$ cat src/rtl/mdiob_pkg.sv
package mdiob_pkg;
  localparam int unsigned HALF_W = 16;

  typedef enum logic [1:0] {
    ST_IDLE = 2'd0,
    ST_RD   = 2'd1,
    ST_WR   = 2'd2
  } bridge_st_e;

  typedef enum logic [1:0] {
    K_NONE = 2'd0,
    K_PAGE = 2'd1,
    K_DATA = 2'd2,
    K_ID   = 2'd3
  } acc_kind_e;
endpackage

$ cat src/rtl/mdiob_decode.sv
module mdiob_decode
  import mdiob_pkg::*;
#(
  parameter int unsigned PAGE_W   = 16,
  parameter int unsigned WIDX_W   = PAGE_W + 7,
  parameter int unsigned ID_WIDX  = 'h43,
  parameter logic [4:0]  PAGE_PHY = 5'h1F,
  parameter logic [4:0]  PAGE_REG = 5'h10
) (
  input  logic [PAGE_W-1:0] page,
  input  logic [4:0]        phy,
  input  logic [4:0]        reg_num,
  output acc_kind_e         kind,
  output logic [WIDX_W-1:0] widx,
  output logic              hi_half
);
  logic in_window;

  always_comb begin
    widx      = {page, phy[2:0], reg_num[4:1]};
    hi_half   = reg_num[0];
    in_window = (phy[4:3] == 2'b10);
    if (in_window) begin
      kind = (widx == WIDX_W'(ID_WIDX)) ? K_ID : K_DATA;
    end else if (phy == PAGE_PHY && reg_num == PAGE_REG) begin
      kind = K_PAGE;
    end else begin
      kind = K_NONE;
    end
  end
endmodule

$ cat src/rtl/mdiob_wstage.sv
module mdiob_wstage #(
  parameter int unsigned WIDX_W = 23
) (
  input  logic              clk,
  input  logic              rst_n,
  input  logic              take,
  input  logic [WIDX_W-1:0] widx,
  input  logic              hi_half,
  input  logic [15:0]       wdata,
  output logic              done,
  output logic [31:0]       word
);
  logic [WIDX_W-1:0] addr_q, addr_d;
  logic              lo_v_q, lo_v_d, hi_v_q, hi_v_d;
  logic [15:0]       lo_q, lo_d, hi_q, hi_d;

  always_comb begin
    done   = take && (addr_q == widx) && (hi_half ? lo_v_q : hi_v_q);
    word   = hi_half ? {wdata, lo_q} : {hi_q, wdata};
    addr_d = addr_q;
    lo_v_d = lo_v_q;
    hi_v_d = hi_v_q;
    lo_d   = lo_q;
    hi_d   = hi_q;
    if (take) begin
      if (done) begin
        lo_v_d = 1'b0;
        hi_v_d = 1'b0;
      end else begin
        addr_d = widx;
        lo_v_d = !hi_half;
        hi_v_d = hi_half;
        if (hi_half) hi_d = wdata;
        else         lo_d = wdata;
      end
    end
  end

  always_ff @(posedge clk or negedge rst_n) begin
    if (!rst_n) begin
      addr_q <= '0;
      lo_v_q <= 1'b0;
      hi_v_q <= 1'b0;
      lo_q   <= '0;
      hi_q   <= '0;
    end else if (take) begin
      addr_q <= addr_d;
      lo_v_q <= lo_v_d;
      hi_v_q <= hi_v_d;
      lo_q   <= lo_d;
      hi_q   <= hi_d;
    end
  end
endmodule

$ cat src/rtl/mdiob_rkeep.sv
module mdiob_rkeep #(
  parameter int unsigned WIDX_W = 23
) (
  input  logic              clk,
  input  logic              rst_n,
  input  logic              fill,
  input  logic              drop,
  input  logic [WIDX_W-1:0] fill_addr,
  input  logic [15:0]       fill_data,
  input  logic [WIDX_W-1:0] look_addr,
  output logic              hit,
  output logic [15:0]       data
);
  logic              v_q, v_d;
  logic [WIDX_W-1:0] a_q, a_d;
  logic [15:0]       d_q, d_d;
  logic              en;

  always_comb begin
    hit = v_q && (a_q == look_addr);
    data = d_q;
    en  = fill || drop;
    v_d = v_q;
    a_d = a_q;
    d_d = d_q;
    if (fill) begin
      v_d = 1'b1;
      a_d = fill_addr;
      d_d = fill_data;
    end else if (drop) begin
      v_d = 1'b0;
    end
  end

  always_ff @(posedge clk or negedge rst_n) begin
    if (!rst_n) begin
      v_q <= 1'b0;
      a_q <= '0;
      d_q <= '0;
    end else if (en) begin
      v_q <= v_d;
      a_q <= a_d;
      d_q <= d_d;
    end
  end
endmodule

$ cat src/rtl/mdio_page_bridge.sv
module mdio_page_bridge
  import mdiob_pkg::*;
#(
  parameter int unsigned PAGE_W    = 16,
  parameter int unsigned ID_WIDX   = 'h43,
  parameter logic [31:0] ID_VALUE  = 32'h1800_7FFF,
  localparam int unsigned WIDX_W   = PAGE_W + 7
) (
  input  logic              clk,
  input  logic              rst_n,
  input  logic              mdio_wr,
  input  logic              mdio_rd,
  input  logic [4:0]        mdio_phy,
  input  logic [4:0]        mdio_reg,
  input  logic [15:0]       mdio_wdata,
  output logic [15:0]       mdio_rdata,
  output logic              mdio_rvalid,
  output logic              busy,
  output logic              bus_req,
  output logic              bus_we,
  output logic [WIDX_W-1:0] bus_widx,
  output logic [31:0]       bus_wdata,
  input  logic              bus_ack,
  input  logic [31:0]       bus_rdata
);
  // reset: asynchronous assert, synchronous release
  logic rst_meta_q, rst_sync_n;
  always_ff @(posedge clk or negedge rst_n) begin
    if (!rst_n) begin
      rst_meta_q <= 1'b0;
      rst_sync_n <= 1'b0;
    end else begin
      rst_meta_q <= 1'b1;
      rst_sync_n <= rst_meta_q;
    end
  end

  bridge_st_e        st_q, st_d;
  logic [PAGE_W-1:0] page_q, page_d;
  logic [WIDX_W-1:0] req_addr_q, req_addr_d;
  logic [31:0]       req_data_q, req_data_d;
  logic              req_hi_q, req_hi_d;
  logic [15:0]       rdata_q, rdata_d;
  logic              rvalid_q, rvalid_d;

  acc_kind_e         kind;
  logic [WIDX_W-1:0] widx;
  logic              hi_half;
  logic              idle, wr_go, rd_go;
  logic              stage_take, stage_done;
  logic [31:0]       stage_word;
  logic              keep_fill, keep_drop, keep_hit;
  logic [15:0]       keep_data;

  mdiob_decode #(
    .PAGE_W (PAGE_W),
    .WIDX_W (WIDX_W),
    .ID_WIDX(ID_WIDX)
  ) u_decode (
    .page   (page_q),
    .phy    (mdio_phy),
    .reg_num(mdio_reg),
    .kind   (kind),
    .widx   (widx),
    .hi_half(hi_half)
  );

  mdiob_wstage #(.WIDX_W(WIDX_W)) u_wstage (
    .clk    (clk),
    .rst_n  (rst_sync_n),
    .take   (stage_take),
    .widx   (widx),
    .hi_half(hi_half),
    .wdata  (mdio_wdata),
    .done   (stage_done),
    .word   (stage_word)
  );

  mdiob_rkeep #(.WIDX_W(WIDX_W)) u_rkeep (
    .clk      (clk),
    .rst_n    (rst_sync_n),
    .fill     (keep_fill),
    .drop     (keep_drop),
    .fill_addr(req_addr_q),
    .fill_data(bus_rdata[31:16]),
    .look_addr(widx),
    .hit      (keep_hit),
    .data     (keep_data)
  );

  always_comb begin
    idle       = (st_q == ST_IDLE);
    wr_go      = idle && mdio_wr;
    rd_go      = idle && mdio_rd && !mdio_wr;
    stage_take = wr_go && (kind == K_DATA);

    st_d       = st_q;
    page_d     = page_q;
    req_addr_d = req_addr_q;
    req_data_d = req_data_q;
    req_hi_d   = req_hi_q;
    rdata_d    = rdata_q;
    rvalid_d   = 1'b0;
    keep_fill  = 1'b0;
    keep_drop  = 1'b0;

    unique case (st_q)
      ST_IDLE: begin
        if (wr_go) begin
          if (kind == K_PAGE) begin
            page_d = mdio_wdata[PAGE_W-1:0];
          end else if (stage_done) begin
            req_addr_d = widx;
            req_data_d = stage_word;
            keep_drop  = 1'b1;
            st_d       = ST_WR;
          end
        end else if (rd_go) begin
          unique case (kind)
            K_PAGE: begin
              rdata_d  = 16'(page_q);
              rvalid_d = 1'b1;
            end
            K_ID: begin
              rdata_d  = hi_half ? ID_VALUE[31:16] : ID_VALUE[15:0];
              rvalid_d = 1'b1;
            end
            K_DATA: begin
              if (hi_half && keep_hit) begin
                rdata_d   = keep_data;
                rvalid_d  = 1'b1;
                keep_drop = 1'b1;
              end else begin
                req_addr_d = widx;
                req_hi_d   = hi_half;
                st_d       = ST_RD;
              end
            end
            default: begin
              rdata_d  = 16'hFFFF;
              rvalid_d = 1'b1;
            end
          endcase
        end
      end
      ST_RD: begin
        if (bus_ack) begin
          rdata_d   = req_hi_q ? bus_rdata[31:16] : bus_rdata[15:0];
          rvalid_d  = 1'b1;
          keep_fill = !req_hi_q;
          st_d      = ST_IDLE;
        end
      end
      ST_WR: begin
        if (bus_ack) st_d = ST_IDLE;
      end
      default: st_d = ST_IDLE;
    endcase
  end

  always_ff @(posedge clk or negedge rst_sync_n) begin
    if (!rst_sync_n) begin
      st_q       <= ST_IDLE;
      page_q     <= '0;
      req_addr_q <= '0;
      req_data_q <= '0;
      req_hi_q   <= 1'b0;
      rdata_q    <= '0;
      rvalid_q   <= 1'b0;
    end else begin
      st_q       <= st_d;
      page_q     <= page_d;
      req_addr_q <= req_addr_d;
      req_data_q <= req_data_d;
      req_hi_q   <= req_hi_d;
      rdata_q    <= rdata_d;
      rvalid_q   <= rvalid_d;
    end
  end

  assign mdio_rdata  = rdata_q;
  assign mdio_rvalid = rvalid_q;
  assign busy        = !idle;
  assign bus_req     = (st_q == ST_RD) || (st_q == ST_WR);
  assign bus_we      = (st_q == ST_WR);
  assign bus_widx    = req_addr_q;
  assign bus_wdata   = req_data_q;
endmodule

$ cat config.mk
export PLATFORM = sky130hd
export DESIGN_NAME = mdio_page_bridge
export DESIGN_NICKNAME = d
export VERILOG_FILES = /design/src/rtl/mdiob_pkg.sv /design/src/rtl/mdiob_decode.sv /design/src/rtl/mdiob_wstage.sv /design/src/rtl/mdiob_rkeep.sv /design/src/rtl/mdio_page_bridge.sv
export SDC_FILE = /design/constraint.sdc
export NUM_CORES = 1
export LEC_CHECK = 0
export BUFFER_PORTS_ARGS = -buffer_cell sky130_fd_sc_hd__buf_2
export CORE_UTILIZATION = 61
export DETAILED_ROUTE_END_ITERATION = 8
export PLACE_DENSITY = 0.85
export SLEW_MARGIN = 30
export SYNTH_ARGS = -nofsm -noshare
export SYNTH_HDL_FRONTEND = slang
export SYNTH_SLANG_ARGS = --single-unit
$ cat constraint.sdc
create_clock -name clk -period 8.5 [get_ports clk]
set_input_delay 1.275 -clock clk [delete_from_list [all_inputs] [get_ports clk]]
set_output_delay 1.275 -clock clk [all_outputs]
set_load 0.02 [all_outputs]
==> results of run 1 <==
placed cells by master, fill, tap and decap left out, drive strengths merged, types with 2 or more instances in the layout:
master	synthesis	layout
a21oi	16	16
a221oi	14	14
and2	3	3
buf	16	144
bufinv	0	2
clkbuf	33	20
clkinv	0	7
clkinvlp	0	3
dfrtp	190	190
ha	3	3
inv	10	10
mux2	150	150
mux2i	48	48
nand2	39	39
nand2b	2	2
nand3	6	6
nand4	11	11
nor2	5	5
nor3	2	2
nor4	10	10
o211ai	3	3
o21a	2	2
o21ai	43	43
o31ai	2	2
or4	4	4
or4b	2	2
xnor2	29	29
xor2	18	18
cell type report:
cell class,count,share of cell area
flip-flops and latches,190,0.472
clock inverters,12,0.0139
multi-input cells,425,0.368
well taps,180,0.0223
repair buffers,144,0.0760
inverters,10,0.00372
clock buffers,20,0.0443
worst paths after layout:
check | end | slack [ns] | from
setup / recovery | u_wstage.lo_q[0]$_DFFE_PN0P_ | 4.59 | mdio_reg[0]
min in group clk | rst_sync_n$_DFF_PN0_ | 0.35 | rst_meta_q$_DFF_PN0_
hold / removal | u_wstage.hi_q[2]$_DFFE_PN0P_ | 0.23 | rst_sync_n$_DFF_PN0_
setup reg to reg | u_wstage.lo_q[13]$_DFFE_PN0P_ | 5.07 | page_q[7]$_DFFE_PN0N_
hold reg to reg | u_wstage.hi_q[2]$_DFFE_PN0P_ | 0.23 | rst_sync_n$_DFF_PN0_
max in group asynchronous | u_rkeep.data[6]$_DFFE_PN0P_ | 7.14 | rst_sync_n$_DFF_PN0_
state kept, by name, summed over array words and instances, names as in the netlist, 2 cells and up:
signal	cells
st_q	2
u_wstage.lo_q	16
bus_wdata	32
page_q	16
u_rkeep.a_q	23
bus_widx	23
u_wstage.addr_q	23
u_wstage.hi_q	16
mdio_rdata	16
u_rkeep.data	16
cell families after synthesis:
kind of cell             Yosys count  synth area share
buffers and inverters             59            0.0296
AO/OA/AOI/OAI                     87            0.0648
multiplexers                     198             0.253
other                              1          0.000430
XOR/XNOR                          47            0.0472
adder cells (fa/ha/maj)            3           0.00431
AND/OR/NAND/NOR                   89            0.0550
flip-flops                       190             0.546
worst register-to-register path, stage by stage (launching register included):
cell,delay (ns)
dfrtp_1,0.57
xor2_1,0.27
or4_1,0.60
nor4_2,0.53
a21oi_2,0.13
buf_4,0.25
and2_1,0.52
mux2_4,0.45
per-stage QoR:
step                cell area, um2  hold slack (ns)  worst slack, ns   util  std cells
floorplan                     8710            0.331             2.81      -        674
global placement              9450            0.219             4.33  0.681        947
detailed placement            9470            0.239             4.16  0.682        948
CTS                          10100            0.246             4.61  0.724        980
global route                 10100            0.267             4.45  0.727        981
finish                       10100            0.229             4.59  0.727        981
metal layers:
metal,share of wire,up-vias
li1,-,2641
met1,0.42,2995
met3,0.062,64
met5,0,-
met2,0.48,235
met4,0.035,0
report_power, final:
part	switching (W)	internal, W	total (W)
Sequential	0.000148	0.00111	0.00126
Combinational	0.000339	0.000339	0.000679
Clock	0.000349	0.000443	0.000792
==> results_dict.tcl, run 1 <==
set metrics [dict create \
    grtUsageMet1 0.390 \
    crit_slowest_cell "and2_1" \
    regArea_mm2 0.00476 \
    power_leakage_nw 4.90 \
    critPathBufInv 3 \
    io_buffers 137 \
    multi_input_area_mm2 0.00371 \
    io_pins 138 \
    max-slew-margin-rel 0.342 \
    synth-edff-count 0 \
    grt_pass1_wl_um 32700 \
    use_met3 0.0677 \
    met2_usage 0.470 \
    htreeDepth 4 \
    cts_hold_buffers 0 \
    synth_ff_type "dfrtp_1" \
    antennaDiodeCount 0 \
    root_buffer "clkbuf_16" \
    dr_total_vias 5935 \
    ant_nets 0 \
    initial_utilization 0.628 \
    layout.nets 854 \
    worstSkewPairLatency_ns 0.43 \
    period_needed_ns 3.91 \
    synth_fp_nets 740 \
    top_usage_layer "met2" \
    peakVddDrop_uv 216 \
    max_freq_mhz 256 \
    yosys_warnings 0 \
    grt_setup_unrepaired "no" \
    crit_required_ns 8.82 \
    ff2ff_path_depth 7 \
    grt_max_degree 82 \
    synth_top_area_frac 0.546 \
    yosys-top-cells-count "dfrtp_1 (190), mux2_2 (130), mux2i_1 (48)" \
    hp-class "reg -> async" \
    powerDensity_mw_per_mm2 270 \
    cts_setup_buffers 0 \
    crit_type "in -> reg" \
    post-synth-top-area-cell "dfrtp_1" \
    synth_area_leaders "dfrtp_1 (55%), mux2_2 (17%), mux2i_1 (5.5%)" \
    vias_per_cell 6.05 \
    routed_wl_um 20800 \
    syn_to_final_growth_pct 15.8 \
    post_drt_wl_per_cell_um 21.2 \
    cts_buffer_depth 2 \
    endpoint_kind "register" \
    totalPowerFinal_w 0.00273 \
    max_stage_delay_ns 0.83 \
    ys_seq_elements 190 \
    dieArea_mm2 0.0148 \
    cts_buffers 17 \
    syn_area_mm2 0.00871 \
    cap_violations 0 \
    gp_congestion 0.881 \
    path_clk_slew_ns 0.07 \
    ys_seq_area_frac 0.546 \
    crit_arrival_ns 4.23 \
    grt_pass1_vias 6122 \
    grt_overflow 0 \
    drive_gt1_frac 0.408 \
    synth.most_common_cell "dfrtp_1" \
    synth_cells 674 \
    synthDistinctLibCells 51 \
    hold_violations 0 \
    antenna_found_initial 0 \
    n_fill_cell 957 \
    cp_num_cells 9 \
    core_area_mm2 0.0139 \
    drt-pass1-iter-count 5 \
    ctsResizeCount 0 \
    worst_pin_slew_ns 0.988 \
    synthArstFlopShare 1.00 \
    synth_area_per_cell_um2 12.9 \
    initialDrtViolationCount 418 \
    path_max_fanout 38 \
    drc 0 \
    fp.dieH_um 122 \
    dieWidth_um 122 \
    crit_chain "buf_2 > buf_4 > mux2_2 > nand4_1 > nor2_1 > a21oi_2 > buf_4 > and2_1 > mux2_2" \
    tns_ns 0 \
    cpLargestDelayFamily "simple AND/OR/NAND/NOR gates" \
    dp_hpwl_um 14000 \
    setup_viol 0 \
    maxSlewViolCount 0 \
    finalClockSkew_ns 0.00618 \
    status "completed" \
    period_share 0.460 \
    cts_sinks 190 \
    cts_tree "built" \
    worstSetupStartpointType "primary input" \
    grt_util_all_layers 0.297 \
    rows 43 \
]
Power figures use the tool's default switching activity.
==> run 2: changes to the inputs <==
--- a/config.mk
+++ b/config.mk
@@ -6,9 +6,9 @@
 export NUM_CORES = 1
 export LEC_CHECK = 0
 export BUFFER_PORTS_ARGS = -buffer_cell sky130_fd_sc_hd__buf_2
-export CORE_UTILIZATION = 61
+export CORE_UTILIZATION = 57
 export DETAILED_ROUTE_END_ITERATION = 8
-export PLACE_DENSITY = 0.85
+export PLACE_DENSITY = 0.8
 export SLEW_MARGIN = 30
 export SYNTH_ARGS = -nofsm -noshare
 export SYNTH_HDL_FRONTEND = slang
==> constraint.sdc (replaced) <==
create_clock -name clk -period 3.7 [get_ports clk]
set_input_delay 0.555 -clock clk [delete_from_list [all_inputs] [get_ports clk]]
set_output_delay 0.555 -clock clk [all_outputs]
set_load 0.02 [all_outputs]
==> results_dict.tcl, run 2 (synthesized netlist as in run 1, its figures left out) <==
set metrics [dict create \
    cap_violations 0 \
    period_needed_ns 3.03 \
    placedInstanceArea_mm2 0.00955 \
    io_pins 138 \
    cts_setup_buffers 0 \
    post_drt_wl_per_cell_um 20.6 \
    powerDensity_mw_per_mm2 617 \
    grt_util_all_layers 0.275 \
    endpoint_kind "register" \
    htreeDepth 4 \
    crit_required_ns 4.02 \
    tns_ns 0 \
    top_usage_layer "met2" \
    path_max_fanout 17 \
    final_common_cell "dfrtp_1" \
    drc 11 \
    drive_gt1_frac 0.415 \
    routed_wl_um 20500 \
    layout.nets 864 \
    cts_buffer_depth 2 \
    dieWidth_um 126 \
    cts_tree "built" \
    dp.cells 962 \
    grtUsageMet1 0.368 \
    dr_total_vias 5945 \
    setup_viol 0 \
    ant_nets 0 \
    worst_pin_slew_ns 0.964 \
    drt-pass1-iter-count 9 \
    dp_hpwl_um 14100 \
    worstSetupStartpointType "register" \
    antennaDiodeCount 0 \
    use_met3 0.0578 \
    grt_pass1_wl_um 33300 \
    fin_area_mm2 0.0102 \
    peakVddDrop_uv 439 \
    cts_buffers 17 \
    fp.dieH_um 126 \
    vias_per_cell 5.98 \
    path_clk_slew_ns 0.07 \
    io_buffers 137 \
    grt_overflow 0 \
    antenna_found_initial 0 \
    maxSlewViolCount 0 \
    final_cells 994 \
    cts_sinks 190 \
    power_leakage_nw 4.95 \
    regArea_mm2 0.00476 \
    finalClockSkew_ns 0.00657 \
    rows 44 \
    status "finished, violations left" \
    initialDrtViolationCount 463 \
    met2_usage 0.449 \
    r2r_setup_slack_ns 0.67 \
    max-slew-margin-rel 0.357 \
    crit_type "reg -> reg" \
    multi_input_area_mm2 0.00371 \
    largest_reg_flops 32 \
    final_cell_mix "dfrtp_1 (189), buf_2 (137), mux2_2 (130)" \
    initial_utilization 0.593 \
    crit_arrival_ns 3.34 \
    grt_max_degree 91 \
    grt_setup_unrepaired "no" \
    grt_pass1_vias 6227 \
    syn_to_final_growth_pct 16.6 \
    totalPowerFinal_w 0.00627 \
    period_share 0.819 \
    max_freq_mhz 330 \
    core_area_mm2 0.0147 \
    worstSkewPairLatency_ns 0.43 \
    hp-class "reg -> reg" \
    violations "DRC" \
    dieArea_mm2 0.0158 \
    n_fill_cell 1021 \
    gp_congestion 0.943 \
    root_buffer "clkbuf_16" \
    hold_violations 0 \
]
run 2: through the flow:
stage	worst slack [ns]	util	hold WS (ns)
2_1_floorplan	0.566	-	0.259
3_5_place_dp	0.460	0.650	0.345
5_1_grt	0.585	0.691	0.364
6_report	0.672	0.691	0.362
3_3_place_gp	0.534	0.650	0.338
4_1_cts	0.708	0.691	0.364
run 2: worst paths after layout:
| path | cells past startpoint | start | to |
|---|---|---|---|
| setup / recovery | 6 | page_q[8]$_DFFE_PN0N_ | u_wstage.lo_q[14]$_DFFE_PN0P_ |
| hold / removal | 0 | rst_meta_q$_DFF_PN0_ | rst_sync_n$_DFF_PN0_ |
| setup reg to reg | 6 | page_q[8]$_DFFE_PN0N_ | u_wstage.lo_q[14]$_DFFE_PN0P_ |
| hold reg to reg | 0 | rst_meta_q$_DFF_PN0_ | rst_sync_n$_DFF_PN0_ |
| max in group asynchronous | 1 | rst_sync_n$_DFF_PN0_ | bus_wdata[28]$_DFFE_PN0P_ |
| min in group asynchronous | 0 | rst_sync_n$_DFF_PN0_ | bus_wdata[16]$_DFFE_PN0P_ |
run 2: report_power, final:
| group | internal (W) | switching [W] |
|---|---|---|
| logic | 0.000781 | 0.000793 |
| registers | 0.00255 | 0.000292 |
| clock network | 0.00107 | 0.000791 |
run 2: final cells by class:
cell class | instances | area share
repair buffers | 154 | 0.0816
clock inverters | 13 | 0.0161
inverters | 10 | 0.00370
multi-input cells | 425 | 0.365
clock buffers | 18 | 0.0423
flip-flops and latches | 190 | 0.469
well taps | 184 | 0.0227
run 2: critical path, cell delays in order, from the launching register on:
cell	delay (ns)
dfrtp_1	0.52
xor2_1	0.24
or4_1	0.57
nor4_2	0.47
a21oi_2	0.17
and2_1	0.50
mux2_4	0.43
run 2: layer usage:
metal	vias to the layer above	part of all wire
met5	-	0
met4	0	0.020
met3	45	0.063
met2	226	0.49
met1	3013	0.43
li1	2661	-
run 2: timing repair:
item	4_1_cts	5_1_grt
hold endpoints to repair	2	0
hold buffers	1	0
gates resized for setup	0	0
==> run 3: changes to the inputs <==
==> constraint.sdc (replaced) <==
create_clock -name clk -period 2.95 [get_ports clk]
set_input_delay 0.4425 -clock clk [delete_from_list [all_inputs] [get_ports clk]]
set_output_delay 0.4425 -clock clk [all_outputs]
set_load 0.02 [all_outputs]
==> results_dict.tcl, run 3 (synthesized netlist as in run 1, its figures left out) <==
set metrics [dict create \
    dieArea_mm2 0.0158 \
    status "finished, violations left" \
    grt_overflow 0 \
    worstSetupStartpointType "register" \
    drc 15 \
    powerDensity_mw_per_mm2 767 \
    grt_pass1_wl_um 33300 \
    vias_per_cell 5.88 \
    worst_slack_ns 0.232 \
    cap_violations 0 \
    rows 44 \
    fp.dieH_um 126 \
    hold_violations 0 \
    grt_pass1_vias 6141 \
    violations "DRC" \
    max-slew-margin-rel 0.470 \
    endpoint_kind "register" \
    drive_gt1_frac 0.427 \
    final_cell_mix "dfrtp_1 (189), buf_2 (137), mux2_2 (130)" \
    worstSkewPairLatency_ns 0.43 \
    dieWidth_um 126 \
    peakVddDrop_uv 519 \
    gp_congestion 0.892 \
    min_from "bus_rdata[22]" \
    crit_slowest_cell "or4b_4" \
    multi_input_area_mm2 0.00371 \
    drt-pass1-iter-count 9 \
    cts_buffers 17 \
    core_area_mm2 0.0147 \
    io_pins 138 \
    grt_util_all_layers 0.275 \
    setup_viol 0 \
    dp_hpwl_um 14200 \
    cpLargestDelayFamily "simple AND/OR/NAND/NOR gates" \
    cts_setup_buffers 0 \
    startpoint "page_q[0]$_DFFE_PN0N_" \
    dr_total_vias 5956 \
    hp-class "in -> reg" \
    crit_arrival_ns 3.03 \
    ant_nets 0 \
    initialDrtViolationCount 361 \
    post_drt_wl_per_cell_um 20.3 \
    cts_buffer_depth 2 \
    syn_to_final_growth_pct 19.0 \
    max_freq_mhz 368 \
    grt_max_degree 83 \
    routed_wl_um 20600 \
    crit_chain "or4_1 > or4b_4 > o21a_2 > a31oi_4 > buf_12 > mux2_2" \
    initial_utilization 0.593 \
    totalPowerFinal_w 0.00796 \
    maxSlewViolCount 0 \
    period_share 0.921 \
    n_fill_cell 1040 \
    max_stage_delay_ns 0.59 \
    layout.nets 882 \
    regArea_mm2 0.00476 \
    power_leakage_nw 5.07 \
    crit_required_ns 3.27 \
    whs_ns 0.266 \
    cts_sinks 190 \
    cts_tree "built" \
    root_buffer "clkbuf_16" \
    period_needed_ns 2.72 \
    finalClockSkew_ns 0.00647 \
    grt_setup_unrepaired "no" \
    crit-reg2reg-launch "page_q[0]$_DFFE_PN0N_" \
    final_common_cell "dfrtp_1" \
    largest_reg_flops 32 \
    critPathBufInv 1 \
    path_max_fanout 23 \
    worst_pin_slew_ns 0.795 \
    io_buffers 137 \
    dp_slack_ns -0.0190 \
    antennaDiodeCount 0 \
    path_clk_slew_ns 0.07 \
    antenna_found_initial 0 \
    crit_type "reg -> reg" \
    htreeDepth 4 \
]
==> run 3: final timing paths <==
| check | end | slack [ns] | cells after the start |
|---|---|---|---|
| worst max-delay path | bus_widx[5]$_DFFE_PN0P_ | 0.23 | 6 |
| worst min-delay path | u_rkeep.data[6]$_DFFE_PN0P_ | 0.27 | 2 |
| worst max register to register | bus_widx[5]$_DFFE_PN0P_ | 0.23 | 6 |
| worst min register to register | rst_sync_n$_DFF_PN0_ | 0.36 | 0 |
| max in group asynchronous | bus_widx[1]$_DFFE_PN0P_ | 1.62 | 1 |
| min in group asynchronous | rst_sync_n$_DFF_PN0_ | 0.33 | 2 |
==> run 3: per-stage QoR <==
step	util	instances	area, um2	TNS [ns]
after global placement	0.663	980	9750	0
after detailed placement	0.663	980	9750	-0.0414
after CTS	0.705	1013	10400	0
after floorplan	-	674	8720	0
after global routing	0.705	1013	10400	0
final	0.705	1013	10400	0
==> run 3: repair_timing <==
item / 4_1_cts / 5_1_grt
gates resized for setup: 0 / 0
hold endpoints to repair: 2 / 0
hold buffers: 1 / 0
==> run 3: power by group <==
group          internal, W  switching (W)  leakage, nW
clock network      0.00137        0.00100        0.292
logic              0.00102        0.00100         2.35
registers          0.00319       0.000374         2.43
total              0.00558        0.00238         5.07
==> run 3: cell type report <==
| class | instances | area share |
|---|---|---|
| Clock inverter | 12 | 0.0156 |
| Tap cell | 184 | 0.0222 |
| Sequential cell | 190 | 0.459 |
| Clock buffer | 20 | 0.0431 |
| Inverter | 10 | 0.00362 |
| Multi-Input combinational cell | 425 | 0.358 |
| Timing Repair Buffer | 172 | 0.0990 |
==> run 3: routing by layer <==
layer,vias to the layer above,GRT usage,wire [um]
met5,-,0,0
met4,0,0.0825,371
met3,29,0.0531,1070
met2,193,0.449,10100
met1,3046,0.375,9080
li1,2688,-,-
